**src/rtl/xmem_seq_pkg.sv**
```systemverilog
package xmem_seq_pkg;
    typedef enum logic [2:0] {
        XS_IDLE,
        XS_RD_STRB,
        XS_WR_SETUP,
        XS_WR_STRB,
        XS_WR_HOLD,
        XS_FINISH
    } xs_state_e;
endpackage

```
**src/rtl/xmem_stretch_reg.sv**
```systemverilog
module xmem_stretch_reg #(
    parameter int STRETCH_W = 3,
    parameter int RST_VAL   = 1
) (
    input  logic                 clk,
    input  logic                 rst_n,
    input  logic                 we,
    input  logic [STRETCH_W-1:0] din,
    output logic [STRETCH_W-1:0] q
);
    always_ff @(posedge clk or negedge rst_n) begin
        if (!rst_n) begin
            q <= STRETCH_W'(RST_VAL);
        end else if (we) begin
            q <= din;
        end
    end
endmodule

```
**src/rtl/xmem_width_calc.sv**
```systemverilog
// Derives per-access phase lengths from the latched stretch value.
module xmem_width_calc #(
    parameter int STRETCH_W = 3
) (
    input  logic [STRETCH_W-1:0] stretch,
    output logic [STRETCH_W-1:0] wr_last,   // write strobe cycles minus one
    output logic                 has_hold   // one address cycle after strobe
);
    always_comb begin
        if (stretch == '0) begin
            wr_last  = '0;
            has_hold = 1'b0;
        end else begin
            wr_last  = stretch - STRETCH_W'(1);
            has_hold = 1'b1;
        end
    end
endmodule

```
**src/rtl/xmem_cycle_ctr.sv**
```systemverilog
module xmem_cycle_ctr #(
    parameter int CNT_W = 3
) (
    input  logic             clk,
    input  logic             rst_n,
    input  logic             load,
    input  logic [CNT_W-1:0] load_val,
    output logic             zero
);
    logic [CNT_W-1:0] cnt_q;

    always_ff @(posedge clk or negedge rst_n) begin
        if (!rst_n) begin
            cnt_q <= '0;
        end else if (load) begin
            cnt_q <= load_val;
        end else if (cnt_q != '0) begin
            cnt_q <= cnt_q - CNT_W'(1);
        end
    end

    assign zero = (cnt_q == '0);
endmodule

```
**src/rtl/xmem_stretch_seq.sv**
```systemverilog
module xmem_stretch_seq
    import xmem_seq_pkg::*;
#(
    parameter int ADDR_W      = 16,
    parameter int DATA_W      = 8,
    parameter int STRETCH_W   = 3,
    parameter int STRETCH_RST = 1
) (
    input  logic                 clk,
    input  logic                 rst_n,
    input  logic                 cfg_we,
    input  logic [STRETCH_W-1:0] cfg_stretch,
    input  logic                 req_start,
    input  logic                 req_write,
    input  logic [ADDR_W-1:0]    req_addr,
    input  logic [DATA_W-1:0]    req_wdata,
    output logic                 busy,
    output logic                 done,
    output logic [DATA_W-1:0]    rd_data,
    output logic [ADDR_W-1:0]    mem_addr,
    output logic                 mem_addr_vld,
    output logic                 mem_rd,
    output logic                 mem_wr,
    output logic [DATA_W-1:0]    mem_wdata,
    input  logic [DATA_W-1:0]    mem_rdata
);
    xs_state_e              state_q, state_d;
    logic [STRETCH_W-1:0]   cfg_q;
    logic [STRETCH_W-1:0]   act_stretch_q;
    logic [STRETCH_W-1:0]   wr_last;
    logic                   has_hold;
    logic                   ctr_load;
    logic [STRETCH_W-1:0]   ctr_val;
    logic                   ctr_zero;
    logic                   accept;
    logic                   capture;
    logic [ADDR_W-1:0]      addr_q;
    logic [DATA_W-1:0]      wdata_q;
    logic [DATA_W-1:0]      rdata_q;

    xmem_stretch_reg #(
        .STRETCH_W (STRETCH_W),
        .RST_VAL   (STRETCH_RST)
    ) cfg_reg_i (
        .clk   (clk),
        .rst_n (rst_n),
        .we    (cfg_we),
        .din   (cfg_stretch),
        .q     (cfg_q)
    );

    xmem_width_calc #(
        .STRETCH_W (STRETCH_W)
    ) calc_i (
        .stretch  (act_stretch_q),
        .wr_last  (wr_last),
        .has_hold (has_hold)
    );

    xmem_cycle_ctr #(
        .CNT_W (STRETCH_W)
    ) ctr_i (
        .clk      (clk),
        .rst_n    (rst_n),
        .load     (ctr_load),
        .load_val (ctr_val),
        .zero     (ctr_zero)
    );

    assign accept  = (state_q == XS_IDLE) && req_start;
    assign capture = (state_q == XS_RD_STRB) && ctr_zero;

    // state register
    always_ff @(posedge clk or negedge rst_n) begin
        if (!rst_n) begin
            state_q <= XS_IDLE;
        end else begin
            state_q <= state_d;
        end
    end

    // request capture and read data
    always_ff @(posedge clk or negedge rst_n) begin
        if (!rst_n) begin
            act_stretch_q <= STRETCH_W'(STRETCH_RST);
            addr_q        <= '0;
            wdata_q       <= '0;
            rdata_q       <= '0;
        end else begin
            if (accept) begin
                act_stretch_q <= cfg_q;
                addr_q        <= req_addr;
                wdata_q       <= req_wdata;
            end
            if (capture) begin
                rdata_q <= mem_rdata;
            end
        end
    end

    // next state and counter loading
    always_comb begin
        state_d  = state_q;
        ctr_load = 1'b0;
        ctr_val  = '0;
        unique case (state_q)
            XS_IDLE: begin
                if (req_start) begin
                    if (req_write) begin
                        state_d = XS_WR_SETUP;
                    end else begin
                        state_d  = XS_RD_STRB;
                        ctr_load = 1'b1;
                        ctr_val  = cfg_q;     // S+1 strobe cycles
                    end
                end
            end
            XS_RD_STRB: begin
                if (ctr_zero) begin
                    state_d = XS_FINISH;
                end
            end
            XS_WR_SETUP: begin
                state_d  = XS_WR_STRB;
                ctr_load = 1'b1;
                ctr_val  = wr_last;
            end
            XS_WR_STRB: begin
                if (ctr_zero) begin
                    state_d = has_hold ? XS_WR_HOLD : XS_FINISH;
                end
            end
            XS_WR_HOLD: begin
                state_d = XS_FINISH;
            end
            XS_FINISH: begin
                state_d = XS_IDLE;
            end
            default: begin
                state_d = XS_IDLE;
            end
        endcase
    end

    // outputs decoded from the state
    always_comb begin
        busy         = 1'b1;
        done         = 1'b0;
        mem_addr_vld = 1'b0;
        mem_rd       = 1'b0;
        mem_wr       = 1'b0;
        unique case (state_q)
            XS_IDLE: begin
                busy = 1'b0;
            end
            XS_RD_STRB: begin
                mem_addr_vld = 1'b1;
                mem_rd       = 1'b1;
            end
            XS_WR_SETUP: begin
                mem_addr_vld = 1'b1;
            end
            XS_WR_STRB: begin
                mem_addr_vld = 1'b1;
                mem_wr       = 1'b1;
            end
            XS_WR_HOLD: begin
                mem_addr_vld = 1'b1;
            end
            XS_FINISH: begin
                done = 1'b1;
            end
            default: begin
                busy = 1'b0;
            end
        endcase
    end

    assign mem_addr  = addr_q;
    assign mem_wdata = wdata_q;
    assign rd_data   = rdata_q;
endmodule

```
**config.mk**
```make
export PLATFORM = sky130hd
export DESIGN_NAME = xmem_stretch_seq
export DESIGN_NICKNAME = d
export VERILOG_FILES = /design/src/rtl/xmem_seq_pkg.sv /design/src/rtl/xmem_stretch_reg.sv /design/src/rtl/xmem_width_calc.sv /design/src/rtl/xmem_cycle_ctr.sv /design/src/rtl/xmem_stretch_seq.sv
export SDC_FILE = /design/constraint.sdc
export NUM_CORES = 1
export LEC_CHECK = 0
export CAP_MARGIN = 30
export CORE_UTILIZATION = 35
export CTS_CLUSTER_DIAMETER = 30
export CTS_CLUSTER_SIZE = 12
export DETAILED_ROUTE_END_ITERATION = 7
export GPL_TIMING_DRIVEN = 0
export PLACE_DENSITY = 0.77
export SLEW_MARGIN = 10
export SYNTH_ARGS = -nofsm -noshare
export SYNTH_HDL_FRONTEND = slang
export SYNTH_HIERARCHICAL = 1
export SYNTH_SLANG_ARGS = --single-unit
```
**constraint.sdc**
```tcl
create_clock -name clk -period 1.7 [get_ports clk]
set_input_delay 0.17 -clock clk [delete_from_list [all_inputs] [get_ports clk]]
set_output_delay 0.17 -clock clk [all_outputs]
set_load 0.01 [all_outputs]
```
==> flow_summary.toml, run 1 <==
[routing]
ant_nets = 0
viasPerCell = 4.73
firstDrtPassIters = 6
route.detailed.drc = 0
drtIter0Drc = 46
num_vias = 1475
routed_wl_mm = 4.16
wl_per_cell_um = 13.3

[synth]
yosys-top-cells-area = "dfrtp_1 (53%), mux2_2 (21%), dfstp_2 (2.7%)"
avgSynthCellArea_um2 = 13.6
yosys_warnings = 6
synth_top_family_by_area = "multiplexers"
synth-xor-area-share = 0
netlist_instances = 145
synthMuxAreaShare = 0.217
yosysTopAreaCellShare = 0.534
synth_top_flop_cell = "dfrtp_1"
synth_area_um2 = 1970
synthTopCellsByCount = "dfrtp_1 (42), mux2_2 (37), inv_1 (8)"
synth_seq_cells = 44
ys_seq_area_frac = 0.560
synth_compound_area_frac = 0.0483
netlist-cell-type-count = 35
synth_most_common_cell = "dfrtp_1"
synth_fa_ha_area_frac = 0.0254
synth_edf_count = 0
synth_nets = 189
synth-simple-area-share = 0.112
synth_top_area_cell = "dfrtp_1"
async_reset_ff_frac = 1.00

[clock_tree]
htreeDepth = 2
clock_sinks = 44
root_buffer = "clkbuf_8"
numCtsBuffers = 5
clkTransAtPathRegs_ns = 0.08
cts_tree = "built"
clock_path_buffers = 2
insertion_delay_ns = 0.29

[power]
leakagePower_nw = 1.29
power_density_nw_per_um2 = 1710
p_total_mw = 5.29
peakVddDrop_v = 0.000691

[sta]
max_slew_margin = 0.707
whs_ns = 0.369
setup_violations = 0
finalCritPeriodShare = 0.960
worst_pin_slew_ns = 0.439
skew_ns = 0.00435
fmax_mhz = 613
min_period_ns = 1.63
slew_viol_final = 0
rsz0062_at_grt = "true"
finalHoldViolations = 0

[final_layout]
seqCellArea_um2 = 1110
layout-drive-gt1-share = 0.351
multi_input_area_um2 = 853
area_growth_syn_to_layout_pct = 57.1
post-route-util = 0.587
nNetsFinal = 285
antenna_cells = 0
fillers = 475

[place]
hpwl_mm = 2.98
numPortBuffers = 76
place_congestion = 0.720

[die]
ios = 77
die_area_um2 = 5930
start_util = 0.374
die_h_um = 77.0
fp-row-count = 26
core_um2 = 5270
die_w_um = 77.0

[run_status]
status = "finished clean"

[critical_path]
crit_type = "reg2reg"
r2r-start = "state_q[1]"
critPathCaptureType = "flip-flop"
critPathLaunchType = "flip-flop"
crit_path_start = "state_q[1]"
cp_max_fo = 10
worst-endpoint-arrival_ns = 1.81
crit_required_ns = 1.88

[global_routing]
grt_pass1_wl_mm = 7.04
grt_max_degree = 28
antenna_found_initial = 0
overflow = 0
track_usage = 0.151
grt_pass1_vias = 1504

[min_path]
hold_class = "in2async"

[flow_run]
max_cap_violations = 0
==> worst paths after layout <==
kind	to	slack, ns	cells after the start
min reg2reg	mem_wdata[1]	0.51	1
max	mem_addr[12]	0.07	5
min in group clk	rd_data[4]	0.48	2
max in group asynchronous	act_stretch_q[0]	0.76	3
max reg2reg	mem_addr[12]	0.07	5
min	rd_data[4]	0.37	2
==> metal layers <==
| layer | global-route usage | share of wire | vias to the layer above |
|---|---|---|---|
| met2 | 0.240 | 0.46 | 51 |
| met5 | 0 | 0 | - |
| met3 | 0.0571 | 0.075 | 6 |
| met1 | 0.190 | 0.45 | 716 |
| met4 | 0.0453 | 0.012 | 0 |
| li1 | - | - | 702 |
==> critical path, cell delays in order (launching register included) <==
cell	delay, ns
dfrtp_2	0.42
buf_4	0.16
nor4b_4	0.26
buf_4	0.19
buf_6	0.16
mux2_2	0.33
==> layout by cell type, fill, tap and decap left out, drive strengths merged, types with 2 or more instances in the layout <==
cell type      synthesis  routed
dfstp                  2       2
inv                    9      10
dlygate4sd2            0       4
mux2                  38      38
nor2                   3       3
a21oi                  6       6
nor4b                  3       3
nor3b                  3       3
or4bb                  3       3
clkdlybuf4s50          0      70
nand2                  5       5
ha                     4       4
clkbuf                 3      10
nand2b                 3       3
buf                    3      16
dfrtp                 42      42
nor2b                  3       3
==> repair_timing <==
item,in CTS,in global routing
endpoints found under the setup margin,36,16
pin swaps,1,2
setup buffers,6,5
gates resized for setup,20,12
hold buffers,1,0
endpoints found under the hold margin,17,0
cloned,0,0
==> power by group <==
part	switching, mW	internal [mW]
registers	0.286	1.57
logic	1.05	1.69
clock network	0.357	0.332
total	1.70	3.59
==> final cells by class <==
cell class,count,area share
buffer,6,0.0182
clock buffer,6,0.0267
clock inverter,2,0.00445
inverter,9,0.0109
multi-input combinational,86,0.276
sequential,44,0.358
tap,70,0.0283
timing repair buffer,89,0.278
==> registers in the layout, summed over array words and instances, names as in the netlist <==
| signal | flops |
|---|---|
| mem_addr | 16 |
| mem_wdata | 8 |
| rd_data | 8 |
| act_stretch_q | 3 |
| cfg_reg_i/q | 3 |
| ctr_i/cnt_q | 3 |
| state_q | 3 |
==> cell families (layout without fill, tap and decap cells) <==
kind of cell,count (synthesis),in the layout
mux,38,38
fa+ha+maj,4,4
flops,44,44
buf+inv,15,112
simple gates,30,30
compound gates,14,14
==> stage by stage <==
step                instances  setup TNS, ns  cell area (um^2)  setup slack (ns)
floorplan                 145              0              1970            0.0122
global placement          291         -42.99              2820            -0.754
detailed placement        292         -13.21              2830            -0.455
CTS                       307          -1.04              3020            -0.135
global route              312         -0.108              3090           -0.0175
finish                    312              0              3090            0.0682
No activity file was read; power rests on OpenSTA's default activity.
==> inputs of run 2 (changes only) <==
Settings changed: SETUP_SLACK_MARGIN set to 0.15.
==> flow_summary.toml, run 2 (synthesis results as in run 1) <==
[place]
dp_slack_ns = -0.455
hpwl_mm = 2.98
numPortBuffers = 76
place_congestion = 0.726
placed_area_um2 = 2880

[critical_path]
cp_max_fo = 10
crit_top_cell = "buf_12"
crit_required_ns = 1.87
worst-endpoint-arrival_ns = 1.77
critPathLaunchType = "flip-flop"
slowest_delay_ns = 0.44
path_buf_inv = 3
critPathCaptureType = "flip-flop"
path_cells = "buf_12 -> nor4b_4 -> buf_6 -> buf_12 -> mux2_2"
critPathSlowestCell = "dfrtp_2"
crit_type = "reg2reg"
cp_top_family = "buffers and inverters"

[global_routing]
grt_max_degree = 33
grt_pass1_wl_mm = 7.58
met1_usage = 0.198
top_usage_layer = "met2"
antenna_found_initial = 0
use_met2 = 0.273
overflow = 0
gr-usage-met3 = 0.0464
grt_pass1_vias = 1641
track_usage = 0.161

[sta]
fmax_mhz = 623
finalHoldViolations = 0
whs_ns = 0.323
max_slew_margin = 0.760
finalCritPeriodShare = 0.944
setup_violations = 0
skew_ns = 0.00391
slew_viol_final = 0
rsz0062_at_grt = "true"
worst_pin_slew_ns = 0.356
min_period_ns = 1.60
fin_ws_ns = 0.0954

[run_status]
status = "finished clean"

[clock_tree]
numCtsBuffers = 5
htreeDepth = 2
clock_path_buffers = 2
cts_tree = "built"
clkTransAtPathRegs_ns = 0.08
insertion_delay_ns = 0.28
root_buffer = "clkbuf_8"
clock_sinks = 44

[routing]
route.detailed.drc = 0
wl_per_cell_um = 14.2
viasPerCell = 4.78
firstDrtPassIters = 3
ant_nets = 0
drtIter0Drc = 35
routed_wl_mm = 4.49
num_vias = 1512

[final_layout]
seqCellArea_um2 = 1110
antenna_cells = 0
fin_area_um2 = 3260
area_growth_syn_to_layout_pct = 65.8
final_common_cell = "clkdlybuf4s50_1"
final_cell_mix = "clkdlybuf4s50_1 (70), dfrtp_1 (40), mux2_4 (25)"
nNetsFinal = 289
fillers = 434
layout-drive-gt1-share = 0.386
post-route-util = 0.619
largest_reg_flops = 16
multi_input_area_um2 = 970

[flow_run]
max_cap_violations = 0

[power]
power_density_nw_per_um2 = 1760
peakVddDrop_v = 0.000669
leakagePower_nw = 1.39

[die]
core_um2 = 5270
die_area_um2 = 5930
die_w_um = 77.0
die_h_um = 77.0
start_util = 0.374
fp-row-count = 26
ios = 77

[min_path]
hold_class = "in2async"
[run 2: changes by cell type in the layout (fill, tap and decap cells not counted), moves of 3 or more]
cell	previous run	this run
mux2_4	0	25
buf_12	1	4
mux2_2	37	12
dlygate4sd2_1	4	0
[run 2: stage by stage]
| stage | power (mW) | setup TNS, ns | std cells |
|---|---|---|---|
| after floorplan | 3.24 | 0 | 145 |
| after global placement | 4.43 | -43.88 | 291 |
| after detailed placement | 4.49 | -11.54 | 292 |
| after CTS | 5.61 | 0 | 315 |
| after global routing | 6.11 | 0 | 316 |
| final | 5.74 | 0 | 316 |
[run 2: final timing paths]
path                               from              to  slack, ns  cells past startpoint
min reg2reg                 mem_addr[1]     mem_addr[1]       0.50                      1
min                               rst_n      rd_data[6]       0.32                      2
max                          state_q[1]    mem_wdata[0]        0.1                      5
max in group asynchronous         rst_n  cfg_reg_i/q[0]       0.83                      3
max reg2reg                  state_q[1]    mem_wdata[0]        0.1                      5
min in group clk           req_wdata[7]    mem_wdata[7]       0.49                      2
[run 2: cell type report]
| type | count | area share |
|---|---|---|
| plain buffers | 6 | 0.0245 |
| clock buffers | 8 | 0.0276 |
| inverters | 9 | 0.0103 |
| multi-input cells | 86 | 0.297 |
| flip-flops and latches | 44 | 0.339 |
| well taps | 70 | 0.0268 |
| repair buffers | 93 | 0.275 |
[run 2: repair_timing]
item,4_1_cts,5_1_grt
buffers inserted,14,1
pin swaps,4,5
endpoints found under the hold margin,12,0
hold buffers,1,0
setup endpoints to repair,43,41
resized for setup,43,22
[run 2: layer usage]
layer	vias up	share of wire
li1	710	-
met1	756	0.45
met2	42	0.48
met3	4	0.057
met4	0	0.013
met5	-	0
[run 2: power by group]
group | switching (mW) | internal, mW | leakage (nW) | total (mW)
sequential | 0.299 | 1.57 | 0.519 | 1.87
clock | 0.326 | 0.332 | 0.0455 | 0.657
combinational | 1.17 | 2.04 | 0.824 | 3.22
